[src/rtl/bsram_pkg.sv]
package bsram_pkg;

    localparam int BUS_BYTES  = 2;
    localparam int LANE_W     = 8;
    localparam int DQ_W       = BUS_BYTES * LANE_W;
    localparam int LINE_BYTES = 32;
    localparam int LINE_BEATS = LINE_BYTES / BUS_BYTES;
    localparam int BEAT_W     = $clog2(LINE_BEATS);
    localparam int OFF_W      = $clog2(LINE_BYTES);

    typedef enum logic [1:0] {
        SZ_BYTE = 2'd0,
        SZ_HALF = 2'd1,
        SZ_LINE = 2'd2
    } xfer_size_e;

    // lanes touched by an access; bit 0 is data[7:0]
    function automatic logic [BUS_BYTES-1:0] lane_sel(xfer_size_e sz, logic a0);
        logic [BUS_BYTES-1:0] m;
        if (sz == SZ_BYTE) m = a0 ? 2'b10 : 2'b01;
        else               m = '1;
        return m;
    endfunction

    // halfword index within the line for a given beat, wrapping
    function automatic logic [BEAT_W-1:0] wrap_idx(logic [BEAT_W-1:0] start,
                                                   logic [BEAT_W-1:0] beat);
        return start + beat;
    endfunction

    // place write data on the lanes
    function automatic logic [DQ_W-1:0] lane_pack(xfer_size_e sz, logic [DQ_W-1:0] d);
        logic [DQ_W-1:0] r;
        if (sz == SZ_BYTE) r = {d[LANE_W-1:0], d[LANE_W-1:0]};
        else               r = d;
        return r;
    endfunction

endpackage

[src/rtl/bsram_seq.sv]
module bsram_seq
    import bsram_pkg::*;
#(
    parameter int AW      = 24,
    parameter int ACC_CYC = 3,
    localparam int PH_W   = $clog2(ACC_CYC)
) (
    input  logic              clk,
    input  logic              rst,
    input  logic              req_valid,
    input  logic              req_write,
    input  xfer_size_e        req_size,
    input  logic [AW-1:0]     req_addr,
    output logic              accept,
    output logic              busy,
    output logic              wr,
    output xfer_size_e        size,
    output logic [AW-1:0]     addr,
    output logic [PH_W-1:0]   ph,
    output logic [BEAT_W-1:0] beat,
    output logic              beat_end,
    output logic              more_beats
);
    localparam logic [PH_W-1:0] LAST_PH = PH_W'(ACC_CYC - 1);

    logic [BEAT_W-1:0] last_beat;

    assign last_beat  = (size == SZ_LINE) ? BEAT_W'(LINE_BEATS - 1) : '0;
    assign accept     = req_valid && !busy;
    assign beat_end   = busy && (ph == LAST_PH);
    assign more_beats = (beat != last_beat);

    always_ff @(posedge clk) begin
        if (rst) begin
            busy <= 1'b0;
            wr   <= 1'b0;
            size <= SZ_BYTE;
            addr <= '0;
            ph   <= '0;
            beat <= '0;
        end else if (!busy) begin
            if (req_valid) begin
                busy <= 1'b1;
                wr   <= req_write;
                size <= req_size;
                addr <= req_addr;
                ph   <= '0;
                beat <= '0;
            end
        end else if (ph == LAST_PH) begin
            ph <= '0;
            if (more_beats) beat <= beat + 1'b1;
            else            busy <= 1'b0;
        end else begin
            ph <= ph + 1'b1;
        end
    end

endmodule

[src/rtl/bsram_addr.sv]
module bsram_addr
    import bsram_pkg::*;
#(
    parameter int AW = 24
) (
    input  logic [AW-1:0]        addr,
    input  xfer_size_e           size,
    input  logic [BEAT_W-1:0]    beat,
    output logic [AW-2:0]        mem_addr,
    output logic [BUS_BYTES-1:0] lane_mask
);
    always_comb begin
        if (size == SZ_LINE)
            mem_addr = {addr[AW-1:OFF_W], wrap_idx(addr[OFF_W-1:1], beat)};
        else
            mem_addr = addr[AW-1:1];
        lane_mask = lane_sel(size, addr[0]);
    end

endmodule

[src/rtl/bsram_strobe.sv]
module bsram_strobe
    import bsram_pkg::*;
(
    input  logic                 clk,
    input  logic                 rst,
    input  logic                 win,
    input  logic                 en,
    input  logic [BUS_BYTES-1:0] lane_mask,
    output logic [BUS_BYTES-1:0] bs_n
);
    // window seen at the falling edge: assert late, release with the window
    logic fall_q;
    logic act;

    always_ff @(negedge clk) begin
        if (rst) fall_q <= 1'b0;
        else     fall_q <= win;
    end

    assign act = fall_q && win && en;

    for (genvar i = 0; i < BUS_BYTES; i++) begin : g_lane
        assign bs_n[i] = ~(lane_mask[i] && act);
    end

endmodule

[src/rtl/bsram_ctrl.sv]
module bsram_ctrl
    import bsram_pkg::*;
#(
    parameter int AW      = 24,
    parameter int ACC_CYC = 3
) (
    input  logic                 clk,
    input  logic                 rst,
    input  logic                 req_valid_i,
    output logic                 req_ready_o,
    input  logic                 req_write_i,
    input  logic [1:0]           req_size_i,
    input  logic [AW-1:0]        req_addr_i,
    input  logic [DQ_W-1:0]      wdata_i,
    output logic                 wtake_o,
    output logic [DQ_W-1:0]      rdata_o,
    output logic                 rvalid_o,
    input  logic                 mux_mode_i,
    output logic                 mem_cs_n_o,
    output logic                 mem_rd_n_o,
    output logic [BUS_BYTES-1:0] mem_bs_n_o,
    output logic [AW-2:0]        mem_addr_o,
    output logic [DQ_W-1:0]      mem_dq_o,
    output logic                 mem_dq_oe_o,
    input  logic [DQ_W-1:0]      mem_dq_i
);
    localparam int PH_W = $clog2(ACC_CYC);

    logic                 accept, busy, wr, beat_end, more_beats;
    xfer_size_e           size;
    logic [AW-1:0]        addr;
    logic [PH_W-1:0]      ph;
    logic [BEAT_W-1:0]    beat;
    logic [BUS_BYTES-1:0] lane_mask;
    logic                 win, next_wbeat;
    logic [DQ_W-1:0]      wdata_q, rdata_q;
    logic                 rvalid_q;

    bsram_seq #(.AW(AW), .ACC_CYC(ACC_CYC)) u_seq (
        .clk        (clk),
        .rst        (rst),
        .req_valid  (req_valid_i),
        .req_write  (req_write_i),
        .req_size   (xfer_size_e'(req_size_i)),
        .req_addr   (req_addr_i),
        .accept     (accept),
        .busy       (busy),
        .wr         (wr),
        .size       (size),
        .addr       (addr),
        .ph         (ph),
        .beat       (beat),
        .beat_end   (beat_end),
        .more_beats (more_beats)
    );

    bsram_addr #(.AW(AW)) u_addr (
        .addr      (addr),
        .size      (size),
        .beat      (beat),
        .mem_addr  (mem_addr_o),
        .lane_mask (lane_mask)
    );

    assign win = busy && (ph != '0);

    bsram_strobe u_strobe (
        .clk       (clk),
        .rst       (rst),
        .win       (win),
        .en        (wr || !mux_mode_i),
        .lane_mask (lane_mask),
        .bs_n      (mem_bs_n_o)
    );

    assign next_wbeat = beat_end && more_beats && wr;

    always_ff @(posedge clk) begin
        if (rst) begin
            wdata_q  <= '0;
            rdata_q  <= '0;
            rvalid_q <= 1'b0;
        end else begin
            if (accept && req_write_i)
                wdata_q <= lane_pack(xfer_size_e'(req_size_i), wdata_i);
            else if (next_wbeat)
                wdata_q <= wdata_i;
            if (beat_end && !wr)
                rdata_q <= mem_dq_i;
            rvalid_q <= beat_end && !wr;
        end
    end

    assign req_ready_o = !busy;
    assign wtake_o     = (accept && req_write_i) || next_wbeat;
    assign mem_cs_n_o  = !busy;
    assign mem_rd_n_o  = !(win && !wr);
    assign mem_dq_oe_o = busy && wr;
    assign mem_dq_o    = wdata_q;
    assign rdata_o     = rdata_q;
    assign rvalid_o    = rvalid_q;

endmodule

[config.mk]
export PLATFORM = sky130hd
export DESIGN_NAME = bsram_ctrl
export DESIGN_NICKNAME = d
export VERILOG_FILES = /design/src/rtl/bsram_pkg.sv /design/src/rtl/bsram_seq.sv /design/src/rtl/bsram_addr.sv /design/src/rtl/bsram_strobe.sv /design/src/rtl/bsram_ctrl.sv
export SDC_FILE = /design/constraint.sdc
export NUM_CORES = 1
export LEC_CHECK = 0
export BUFFER_PORTS_ARGS = -buffer_cell sky130_fd_sc_hd__buf_4
export CAP_MARGIN = 20
export CORE_ASPECT_RATIO = 1.75
export CORE_MARGIN = 1.5
export CORE_UTILIZATION = 48
export CTS_BUF_LIST = sky130_fd_sc_hd__clkbuf_4 sky130_fd_sc_hd__clkbuf_8 sky130_fd_sc_hd__clkbuf_16
export DETAILED_ROUTE_END_ITERATION = 10
export GPL_ROUTABILITY_DRIVEN = 0
export PLACE_DENSITY = 0.8
export REMOVE_ABC_BUFFERS = 1
export SYNTH_ARGS = -nofsm -noshare
export SYNTH_HDL_FRONTEND = slang
export SYNTH_HIERARCHICAL = 1
export SYNTH_SLANG_ARGS = --single-unit
[constraint.sdc]
create_clock -name clk -period 2.3 [get_ports clk]
set_input_delay 0.115 -clock clk [delete_from_list [all_inputs] [get_ports clk]]
set_output_delay 0.115 -clock clk [all_outputs]
set_load 0.05 [all_outputs]
==> impl_results.md, run 1 <==
- Via density: 5.03
- Endpoints failing setup: 0
- NetSw: 0.000756 W
- Sw Ratio: 0.277
- Initial core utilization: 0.497
- Synthesized area per cell: 8.36 µm²
- Yosys cell types: 46
- Req. time, crit path: 2180 ps
- Max_slew headroom: 0.507
- Final instance area: 0.00413 mm²
- Clock share of power: 0.358
- Max Fanout on Critical Path: 2
- Internal cell power: 0.00197 W
- Grt ovf: 0
- Antenna Nets Post-Route: 0
- I/O pins: 126
- Crit-path cells: nand4_1, buf_6
- Asr flop ratio synth: 0
- Share of cells above drive strength 1: 0.369
- Synthesized cell area: 0.00307 mm²
- Clock Sinks: 68
- Sequential area share after synthesis: 0.444
- CTS Buf Count: 9
- Status: finished clean
- Worst-path clk slew: 70 ps
- VDD IR max: 0.438 mV
- First-pass GRT wire length: 12100 µm
- TNS Setup: 0 ps
- Layout Nets: 538
- Largest net degree at the start of global routing: 67
- Max incr delay on CP: 320 ps
- P_leak: 1.75 nW
- DRT Pass-1 Iters: 4
- Slew Limit Fails: 0
- Routed wire length: 7640 µm
- Vias in the first global route: 2715
- Clk_skew: 40.3 ps
- Max-Cap Viols: 0
- Post-DP HPWL: 5530 µm
- # diodes: 0
- CTS tree: built
- #FFs+latches synth: 68
- Kind of critical path: flip-flop to output port
- Area Growth Syn to Fin: 34.6%
- # port buffers: 125
- Slew of the pin with the lowest slew margin: 739 ps
- Fillers: 543
- DR WL/cell: 13.8 µm
- Clk Latency, worst-skew pair: 370 ps
- Row cnt: 38
- Longest Clk Path Bufs: 2
- Worst reg2reg setup slack: 240 ps
- Flop pwr share: 0.461
- Clock H-tree levels: 3
- Global-route total usage across every layer: 0.224
- Final hold vios: 0
- Pwr Density: 661 mW/mm²
- Drc violations: 0
- Logic pwr share: 0.180
- DIE HEIGHT: 109 µm
- Slowest library cell on the worst path: dfxtp_1
- CP Capture Type: output port
- Crit start category: flip-flop
- Root buf cell: clkbuf_8
- Main flop type after synthesis: dfxtp_1
- Die Wd: 63.4 µm
- Area of the core: 0.00618 mm²
- Antenna violations before repair: 0
- Post-synth EDFFs: 0
- Area after DPL: 0.00388 mm²
- 1st-iter DRT viols: 146
- Die area: 0.00690 mm²
- Synth Warn #: 6
- Hold WC Path Type: input pin to flip-flop
- Synthesized netlist cell count: 367
- Vias: 2787
- Crit path DAT: 2130 ps
==> critical path, delay by kind of cell, from the launching register on <==
kind	cells	cell delay (ps)
flip-flops	1	320
buffers and inverters	1	180
AND/OR/NAND/NOR	1	110
==> worst paths after layout <==
check / start / to / cells after the start
setup / recovery: u_strobe/fall_q$_SDFF_NP0_ / mem_bs_n_o[0] / 2
hold reg to reg: rdata_o[8]$_SDFFE_PP0P_ / rdata_o[8]$_SDFFE_PP0P_ / 2
hold / removal: req_addr_i[9] / u_seq/addr[9]$_SDFFE_PP0P_ / 3
setup reg to reg: u_seq/beat[2]$_SDFFE_PP0P_ / mem_dq_o[13]$_SDFFE_PP0P_ / 8
==> flip-flops by register name (all words and copies together), names as in the netlist, 2 cells and up <==
register,count
rdata_o,16
u_seq/beat,4
u_seq/ph,2
u_seq/addr,24
u_seq/size,2
mem_dq_o,16
==> metrics by stage <==
stage,power [W],worst slack [ps],utilization,hold WS (ps),instances
2_1_floorplan,0.00156,-248,-,177,326
3_3_place_gp,0.00177,322,0.628,362,535
3_5_place_dp,0.00178,230,0.628,371,535
4_1_cts,0.00275,15.0,0.662,11.2,551
5_1_grt,0.00283,-6.65,0.668,10.7,554
6_report,0.00273,55.4,0.668,22.4,554
==> repair_timing <==
action / in CTS / in global routing
resized for setup: 2 / 5
endpoints found under the setup margin: 1 / 3
cloned: 1 / 0
setup buffers: 0 / 3
pin swaps: 1 / 2
hold buffers: 0 / 0
==> layout by cell type, fill, tap and decap left out, types with 2 or more instances in the layout <==
master,instances
and2b_1,2
nor2_2,3
nand3_1,5
clkbuf_4,3
a211oi_2,8
and4bb_2,3
nand2_1,108
buf_6,2
o21ai_0,3
mux2i_1,8
inv_1,9
nand2b_1,6
clkbuf_8,10
dfxtp_1,66
buf_4,130
nor2_1,12
ha_1,4
nand4_1,2
a21oi_1,56
nand3b_1,2
or3_1,2
o211ai_1,2
dfxtp_2,2
==> synth_stat cells, drive strengths merged (2+ instances only) <==
library cell | count | area [µm²]
and4bb | 4 | 50.1
dfxtp | 68 | 1360
nand4 | 2 | 12.5
mux2 | 2 | 22.5
buf | 32 | 220
nand2b | 6 | 37.5
o221ai | 2 | 35.0
nand3b | 2 | 15.0
a211oi | 9 | 108
nand3 | 5 | 25.0
o211ai | 2 | 15.0
nor2 | 15 | 63.8
o21ai | 3 | 15.0
clkbuf | 9 | 33.8
or3 | 3 | 20.0
ha | 4 | 50.1
inv | 10 | 40.0
and2b | 2 | 15.0
nand2 | 108 | 405
a21oi | 57 | 289
mux2i | 8 | 80.1
==> kinds of logic after synthesis <==
family	count (synthesis)	share of synthesized area
buffers and inverters	51	0.0958
adder cells (fa/ha/maj)	5	0.0228
XOR/XNOR	1	0.00285
multiplexers	10	0.0334
AO/OA/AOI/OAI	78	0.171
AND/OR/NAND/NOR	154	0.230
flip-flops	68	0.444
==> per-layer routing <==
metal	share of wire	vias to the layer above	global-route usage
li1	-	1405	-
met1	0.35	1282	0.217
met2	0.57	80	0.429
met3	0.045	20	0.0599
met4	0.033	0	0.112
met5	0	-	0
==> power groups by stage <==
stage               sequential, W  combinational, W   clock (W)
finish                    0.00126          0.000492    0.000978
global route              0.00127          0.000523     0.00105
CTS                       0.00126          0.000490    0.000998
detailed placement        0.00129          0.000487  0.00000544
global placement          0.00128          0.000480  0.00000544
floorplan                 0.00140          0.000153  0.00000544
==> cell type report <==
cell class	count	area (µm²)	area share
Inverter	9	38.8	0.00939
Tap cell	80	100	0.0242
Timing Repair Buffer	132	998	0.242
Clock buffer	13	160	0.0388
Clock inverter	3	38.8	0.00939
Timing Repair inverter	1	3.75	0.000909
Sequential cell	68	1360	0.330
Multi-Input combinational cell	248	1430	0.346
Power figures use the tool's default switching activity.
==> run 2: changes to the inputs <==
--- a/config.mk
+++ b/config.mk
@@ -13,6 +13,7 @@
 export CTS_BUF_LIST = sky130_fd_sc_hd__clkbuf_4 sky130_fd_sc_hd__clkbuf_8 sky130_fd_sc_hd__clkbuf_16
 export DETAILED_ROUTE_END_ITERATION = 10
 export GPL_ROUTABILITY_DRIVEN = 0
+export MAX_ROUTING_LAYER = met4
 export PLACE_DENSITY = 0.8
 export REMOVE_ABC_BUFFERS = 1
 export SYNTH_ARGS = -nofsm -noshare
==> run 2 against run 1 <==
Against the previous run:
- wire length is 0.18% higher
- via count hardly changed
- combinational power hardly changed
- worst setup slack worse by 1.6 ps
- register-to-register slack hardly changed
- worst hold slack better by 0.55 ps
- flip-flop and latch count stayed put
==> impl_results.md, run 2 (synthesized netlist as in run 1, its figures left out) <==
- Vias in the first global route: 2713 (was 2715)
- Pwr Density: 662 mW/mm² (was 661 mW/mm²)
- Largest register FFs: 24 (unchanged)
- Largest Register: u_seq/addr (unchanged)
- Sequential cell area: 0.00136 mm² (unchanged)
- Area Growth Syn to Fin: 34.6% (unchanged)
- Logic pwr share: 0.180 (about the same)
- I/O pins: 126 (unchanged)
- Antenna violations before repair: 0 (unchanged)
- Req. time, crit path: 2180 ps (about the same)
- Slew of the pin with the lowest slew margin: 739 ps (about the same)
- CTS Buf Count: 9 (unchanged)
- Global-route total usage across every layer: 0.231 (was 0.224)
- Crit path DAT: 2130 ps (about the same)
- Clock Sinks: 68 (unchanged)
- Longest Clk Path Bufs: 2 (unchanged)
- Cts hold-fix bufs: 0 (unchanged)
- Commonest non-fill, non-tap cells in the layout: buf_4 (130), nand2_1 (108), dfxtp_1 (66), a21oi_1 (56), nor2_1 (12) (unchanged)
- Sw Ratio: 0.278 (was 0.277)
- Die area: 0.00690 mm² (unchanged)
- # port buffers: 125 (unchanged)
- Drc violations: 0 (unchanged)
- P_leak: 1.75 nW (unchanged)
- Max-Cap Viols: 0 (unchanged)
- Grt ovf: 0 (unchanged)
- DRT Pass-1 Iters: 4 (unchanged)
- CP Capture Type: output port (unchanged)
- 1st-iter DRT viols: 159 (was 146)
- Slowest library cell on the worst path: dfxtp_1 (unchanged)
- Kind of critical path: flip-flop to output port (unchanged)
- Crit-path cells: nand4_1, buf_6 (unchanged)
- Max_slew headroom: 0.507 (about the same)
- Initial core utilization: 0.497 (unchanged)
- Area of the core: 0.00618 mm² (unchanged)
- CTS tree: built (unchanged)
- Clock share of power: 0.359 (was 0.358)
- NetSw: 0.000761 W (was 0.000756 W)
- Vias: 2788 (was 2787)
- Via density: 5.03 (about the same)
- Row cnt: 38 (unchanged)
- Routed wire length: 7660 µm (was 7640 µm)
- Max Fanout on Critical Path: 2 (unchanged)
- Worst-path clk slew: 70 ps (about the same)
- Final core utilization: 0.668 (unchanged)
- DIE HEIGHT: 109 µm (unchanged)
- Internal cell power: 0.00197 W (about the same)
- DR WL/cell: 13.8 µm (about the same)
- Clk Latency, worst-skew pair: 370 ps (about the same)
- Endpoints failing setup: 0 (unchanged)
- Clk_skew: 40.5 ps (was 40.3 ps)
- Antenna Nets Post-Route: 0 (unchanged)
- Slew Limit Fails: 0 (unchanged)
- Max incr delay on CP: 320 ps (about the same)
- Root buf cell: clkbuf_8 (unchanged)
- Hold WC Path Type: input pin to flip-flop (unchanged)
- Design Power: 0.00273 W (about the same)
- Clock H-tree levels: 3 (unchanged)
- Hold Slack: 23.0 ps (was 22.4 ps)
- Post-DP HPWL: 5530 µm (unchanged)
- Fillers: 543 (unchanged)
- Crit start category: flip-flop (unchanged)
- Worst reg2reg setup slack: 230 ps (was 240 ps)
- Flop pwr share: 0.461 (about the same)
- Status: finished clean (unchanged)
- First-pass GRT wire length: 12100 µm (unchanged)
- Layout Nets: 538 (unchanged)
- Area of the multi-input gates: 0.00143 mm² (unchanged)
- Largest net degree at the start of global routing: 67 (unchanged)
- Share of cells above drive strength 1: 0.369 (unchanged)
- VDD IR max: 0.441 mV (was 0.438 mV)
- Die Wd: 63.4 µm (unchanged)
- Most common cell after layout, fill and taps aside: buf_4 (unchanged)
- # diodes: 0 (unchanged)
- Final hold vios: 0 (unchanged)
run 2: cell counts in the layout (fill, tap and decap cells not counted):
No cell type changed its count.
run 2: worst paths after layout:
check / cells past startpoint / end / from
worst max-delay path: 2 / mem_bs_n_o[0] / u_strobe/fall_q$_SDFF_NP0_
worst min-delay path: 3 / u_seq/addr[0]$_SDFFE_PP0P_ / req_addr_i[0]
worst max register to register: 8 / mem_dq_o[5]$_SDFFE_PP0P_ / u_seq/beat[2]$_SDFFE_PP0P_
worst min register to register: 2 / rdata_o[8]$_SDFFE_PP0P_ / rdata_o[8]$_SDFFE_PP0P_
run 2: routing by layer:
metal  up-vias  wire length, µm  global-route usage
li1       1409                -                   -
met4         0              257               0.112
met2        77             4350               0.429
met1      1281             2780               0.222
met3        21              274              0.0516
met5         -                0                   -
run 2: cell type report:
type / instances / area share
multi-input cells: 248 / 0.346
clock buffers: 13 / 0.0388
inverters: 9 / 0.00939
flip-flops and latches: 68 / 0.330
repair buffers: 132 / 0.242
clock inverters: 3 / 0.00939
well taps: 80 / 0.0242
repair inverters: 1 / 0.000909
run 2: critical path, delay by kind of cell (launching register included):
family / cells / cell delay [ps]
simple gates: 1 / 110
flops: 1 / 320
buf+inv: 1 / 180
run 2: power by group through the flow:
stage          logic, W  registers (W)  clock network, W
6_report       0.000492        0.00126          0.000983
5_1_grt        0.000523        0.00127           0.00105
4_1_cts        0.000490        0.00126          0.000998
3_5_place_dp   0.000487        0.00129        0.00000544
3_3_place_gp   0.000480        0.00128        0.00000544
2_1_floorplan  0.000153        0.00140        0.00000544
run 2: stage by stage:
stage	std cells	setup WS, ps	cell area (µm²)	setup TNS, ps
6_report	554	53.8	4130	0
5_1_grt	554	-6.59	4130	-6.59
4_1_cts	551	15.0	4090	0
3_5_place_dp	535	230	3880	0
3_3_place_gp	535	322	3880	0
2_1_floorplan	326	-248	2820	-2690
run 2: what timing repair did:
action	4_1_cts	5_1_grt
pin swaps	1	2
resized for setup	2	5
gates cloned	1	0
setup endpoints to repair	1	3
buffers inserted	0	3
==> run 3: changes to the inputs <==
--- a/config.mk
+++ b/config.mk
@@ -9,13 +9,13 @@
 export CAP_MARGIN = 20
 export CORE_ASPECT_RATIO = 1.75
 export CORE_MARGIN = 1.5
-export CORE_UTILIZATION = 48
+export CORE_UTILIZATION = 34
 export CTS_BUF_LIST = sky130_fd_sc_hd__clkbuf_4 sky130_fd_sc_hd__clkbuf_8 sky130_fd_sc_hd__clkbuf_16
 export DETAILED_ROUTE_END_ITERATION = 10
 export GPL_ROUTABILITY_DRIVEN = 0
 export MAX_ROUTING_LAYER = met4
-export PLACE_DENSITY = 0.8
 export REMOVE_ABC_BUFFERS = 1
+export SKIP_LAST_GASP = 1
 export SYNTH_ARGS = -nofsm -noshare
 export SYNTH_HDL_FRONTEND = slang
 export SYNTH_HIERARCHICAL = 1
==> run 3 against run 2 <==
Against the previous run:
- clock skew up 9.4 ps
- wire length increased by 7.8%
- register-to-register slack about the same
- worst setup slack worse by 4.7 ps
- flip-flop and latch count unchanged
- first-iteration DRC count shrank 36%
- clock power grew 36%
- sequential power about the same
==> impl_results.md, run 3 (synthesized netlist as in run 1, its figures left out) <==
- Area of the core: 0.00873 mm² (was 0.00618 mm²)
- CP Capture Type: output port (unchanged)
- DR top layer: met4 (unchanged)
- Area after DPL: 0.00394 mm² (was 0.00388 mm²)
- 1st-iter DRT viols: 102 (was 159)
- Longest Clk Path Bufs: 2 (unchanged)
- P_leak: 1.79 nW (was 1.75 nW)
- Routed metal-1 wire length: 3080 µm (was 2780 µm)
- CTS tree: built (unchanged)
- Antenna Nets Post-Route: 0 (unchanged)
- Global-route total usage across every layer: 0.174 (was 0.231)
- Root buf cell: clkbuf_16 (was clkbuf_8)
- Slew of the pin with the lowest slew margin: 754 ps (was 739 ps)
- Clk_skew: 49.9 ps (was 40.5 ps)
- Die Wd: 74.8 µm (was 63.4 µm)
- Routed wire length: 8250 µm (was 7660 µm)
- First-pass GRT wire length: 12300 µm (was 12100 µm)
- # diodes: 0 (unchanged)
- Metal2 WL: 4830 µm (was 4350 µm)
- Via density: 4.64 (was 5.03)
- Worst-path clk slew: 50 ps (was 70 ps)
- Clock H-tree levels: 3 (unchanged)
- Final core utilization: 0.490 (was 0.668)
- Initial core utilization: 0.352 (was 0.497)
- Largest Register: u_seq/addr (unchanged)
- Layout Nets: 539 (was 538)
- Final instance area: 0.00428 mm² (was 0.00413 mm²)
- Largest net degree at the start of global routing: 67 (unchanged)
- Met3 Wirelength: 216 µm (was 274 µm)
- VDD IR max: 0.373 mV (was 0.441 mV)
- Design Power: 0.00310 W (was 0.00273 W)
- Hold WC Path Type: input pin to flip-flop (unchanged)
- DIE HEIGHT: 129 µm (was 109 µm)
- I/O pins: 126 (unchanged)
- Endpoints failing setup: 0 (unchanged)
- CTS Buf Count: 9 (unchanged)
- Status: finished clean (unchanged)
- Req. time, crit path: 2180 ps (about the same)
- DRT Pass-1 Iters: 4 (unchanged)
- # port buffers: 125 (unchanged)
- Max Fanout on Critical Path: 2 (unchanged)
- Row cnt: 45 (was 38)
- Area Growth Syn to Fin: 39.3% (was 34.6%)
- Pwr Density: 724 mW/mm² (was 662 mW/mm²)
- Share of cells above drive strength 1: 0.364 (was 0.369)
- Commonest non-fill, non-tap cells in the layout: buf_4 (131), nand2_1 (108), dfxtp_1 (68), a21oi_1 (56), nor2_1 (12) (was buf_4 (130), nand2_1 (108), dfxtp_1 (66), a21oi_1 (56), nor2_1 (12))
- Kind of critical path: flip-flop to output port (unchanged)
- Vias: 2740 (was 2788)
- Placed Instances: 573 (was 535)
- Crit start category: flip-flop (unchanged)
- Unrepaired setup endpoints after global routing: no
- Die area: 0.00963 mm² (was 0.00690 mm²)
- Slew Limit Fails: 0 (unchanged)
- Grt ovf: 0 (unchanged)
- Clk Latency, worst-skew pair: 370 ps (about the same)
- Crit path DAT: 2140 ps (was 2130 ps)
- Vias in the first global route: 2581 (was 2713)
- Largest register FFs: 24 (unchanged)
- Antenna violations before repair: 0 (unchanged)
- Max_slew headroom: 0.497 (was 0.507)
- Clock Sinks: 68 (unchanged)
- Finished Layout Cells: 590 (was 554)
- Max-Cap Viols: 0 (unchanged)
- Drc violations: 0 (unchanged)
- DR WL/cell: 14.0 µm (was 13.8 µm)
- Final hold vios: 0 (unchanged)
- Most common cell after layout, fill and taps aside: buf_4 (unchanged)
- Post-DP HPWL: 5830 µm (was 5530 µm)
[run 3: changes by cell type in the layout (fill, tap and decap cells not counted)]
cell and change:
clkbuf_16 +9, clkinv_2 -1, dfxtp_2 -2, clkinvlp_4 +1, clkbuf_8 -9, inv_8 +1
inv_4 +1, dfxtp_1 +2, buf_4 +1, inv_6 -1, inv_2 -1, clkbuf_4 -2
[run 3: final timing paths]
check                        startpoint                          end  slack (ps)  depth (start not counted)
min                      req_addr_i[12]  u_seq/addr[12]$_SDFFE_PP0P_          40                          3
min reg2reg    mem_dq_o[7]$_SDFFE_PP0P_     mem_dq_o[7]$_SDFFE_PP0P_         450                          2
max          u_strobe/fall_q$_SDFF_NP0_                mem_bs_n_o[1]          50                          2
max reg2reg  u_seq/beat[2]$_SDFFE_PP0P_    mem_dq_o[14]$_SDFFE_PP0P_         240                          8
[run 3: worst max-delay path: stages, from the launching register on]
cell,delay [ps]
dfxtp_1,320
nand4_1,90
buf_4,210
[run 3: cell type report]
| cell class | count | area (µm²) |
|---|---|---|
| Tap cell | 117 | 146 |
| Sequential cell | 68 | 1360 |
| Timing Repair inverter | 1 | 6.26 |
| Inverter | 9 | 41.3 |
| Clock inverter | 3 | 41.3 |
| Timing Repair Buffer | 133 | 1010 |
| Clock buffer | 11 | 246 |
| Multi-Input combinational cell | 248 | 1430 |
| Fill cell | 886 | 4450 |
[run 3: metrics by stage]
step                setup slack, ps  hold slack (ps)  TNS, ps
floorplan                      -248              177    -2690
global placement                308              363        0
detailed placement              249              372        0
CTS                            20.8             27.1        0
global route                   3.10             34.9        0
finish                         49.1             36.7        0
[run 3: power by group]
part | internal (W) | switching, W
Combinational | 0.000188 | 0.000311
Sequential | 0.00123 | 0.0000326
Clock | 0.000864 | 0.000475
Total | 0.00228 | 0.000819
[run 3: repair_timing]
item                                    4_1_cts  5_1_grt
endpoints found under the setup margin        1        2
buffers inserted                              0        3
hold buffers                                  0        0
resized for setup                             3        3
pin swaps                                     1        2
gates cloned                                  0        1
endpoints found under the hold margin         0        0
[run 3: metal layers]
layer,track usage,vias up
met5,-,-
met2,0.317,51
li1,-,1409
met4,0.0695,0
met1,0.175,1273
met3,0.0345,7
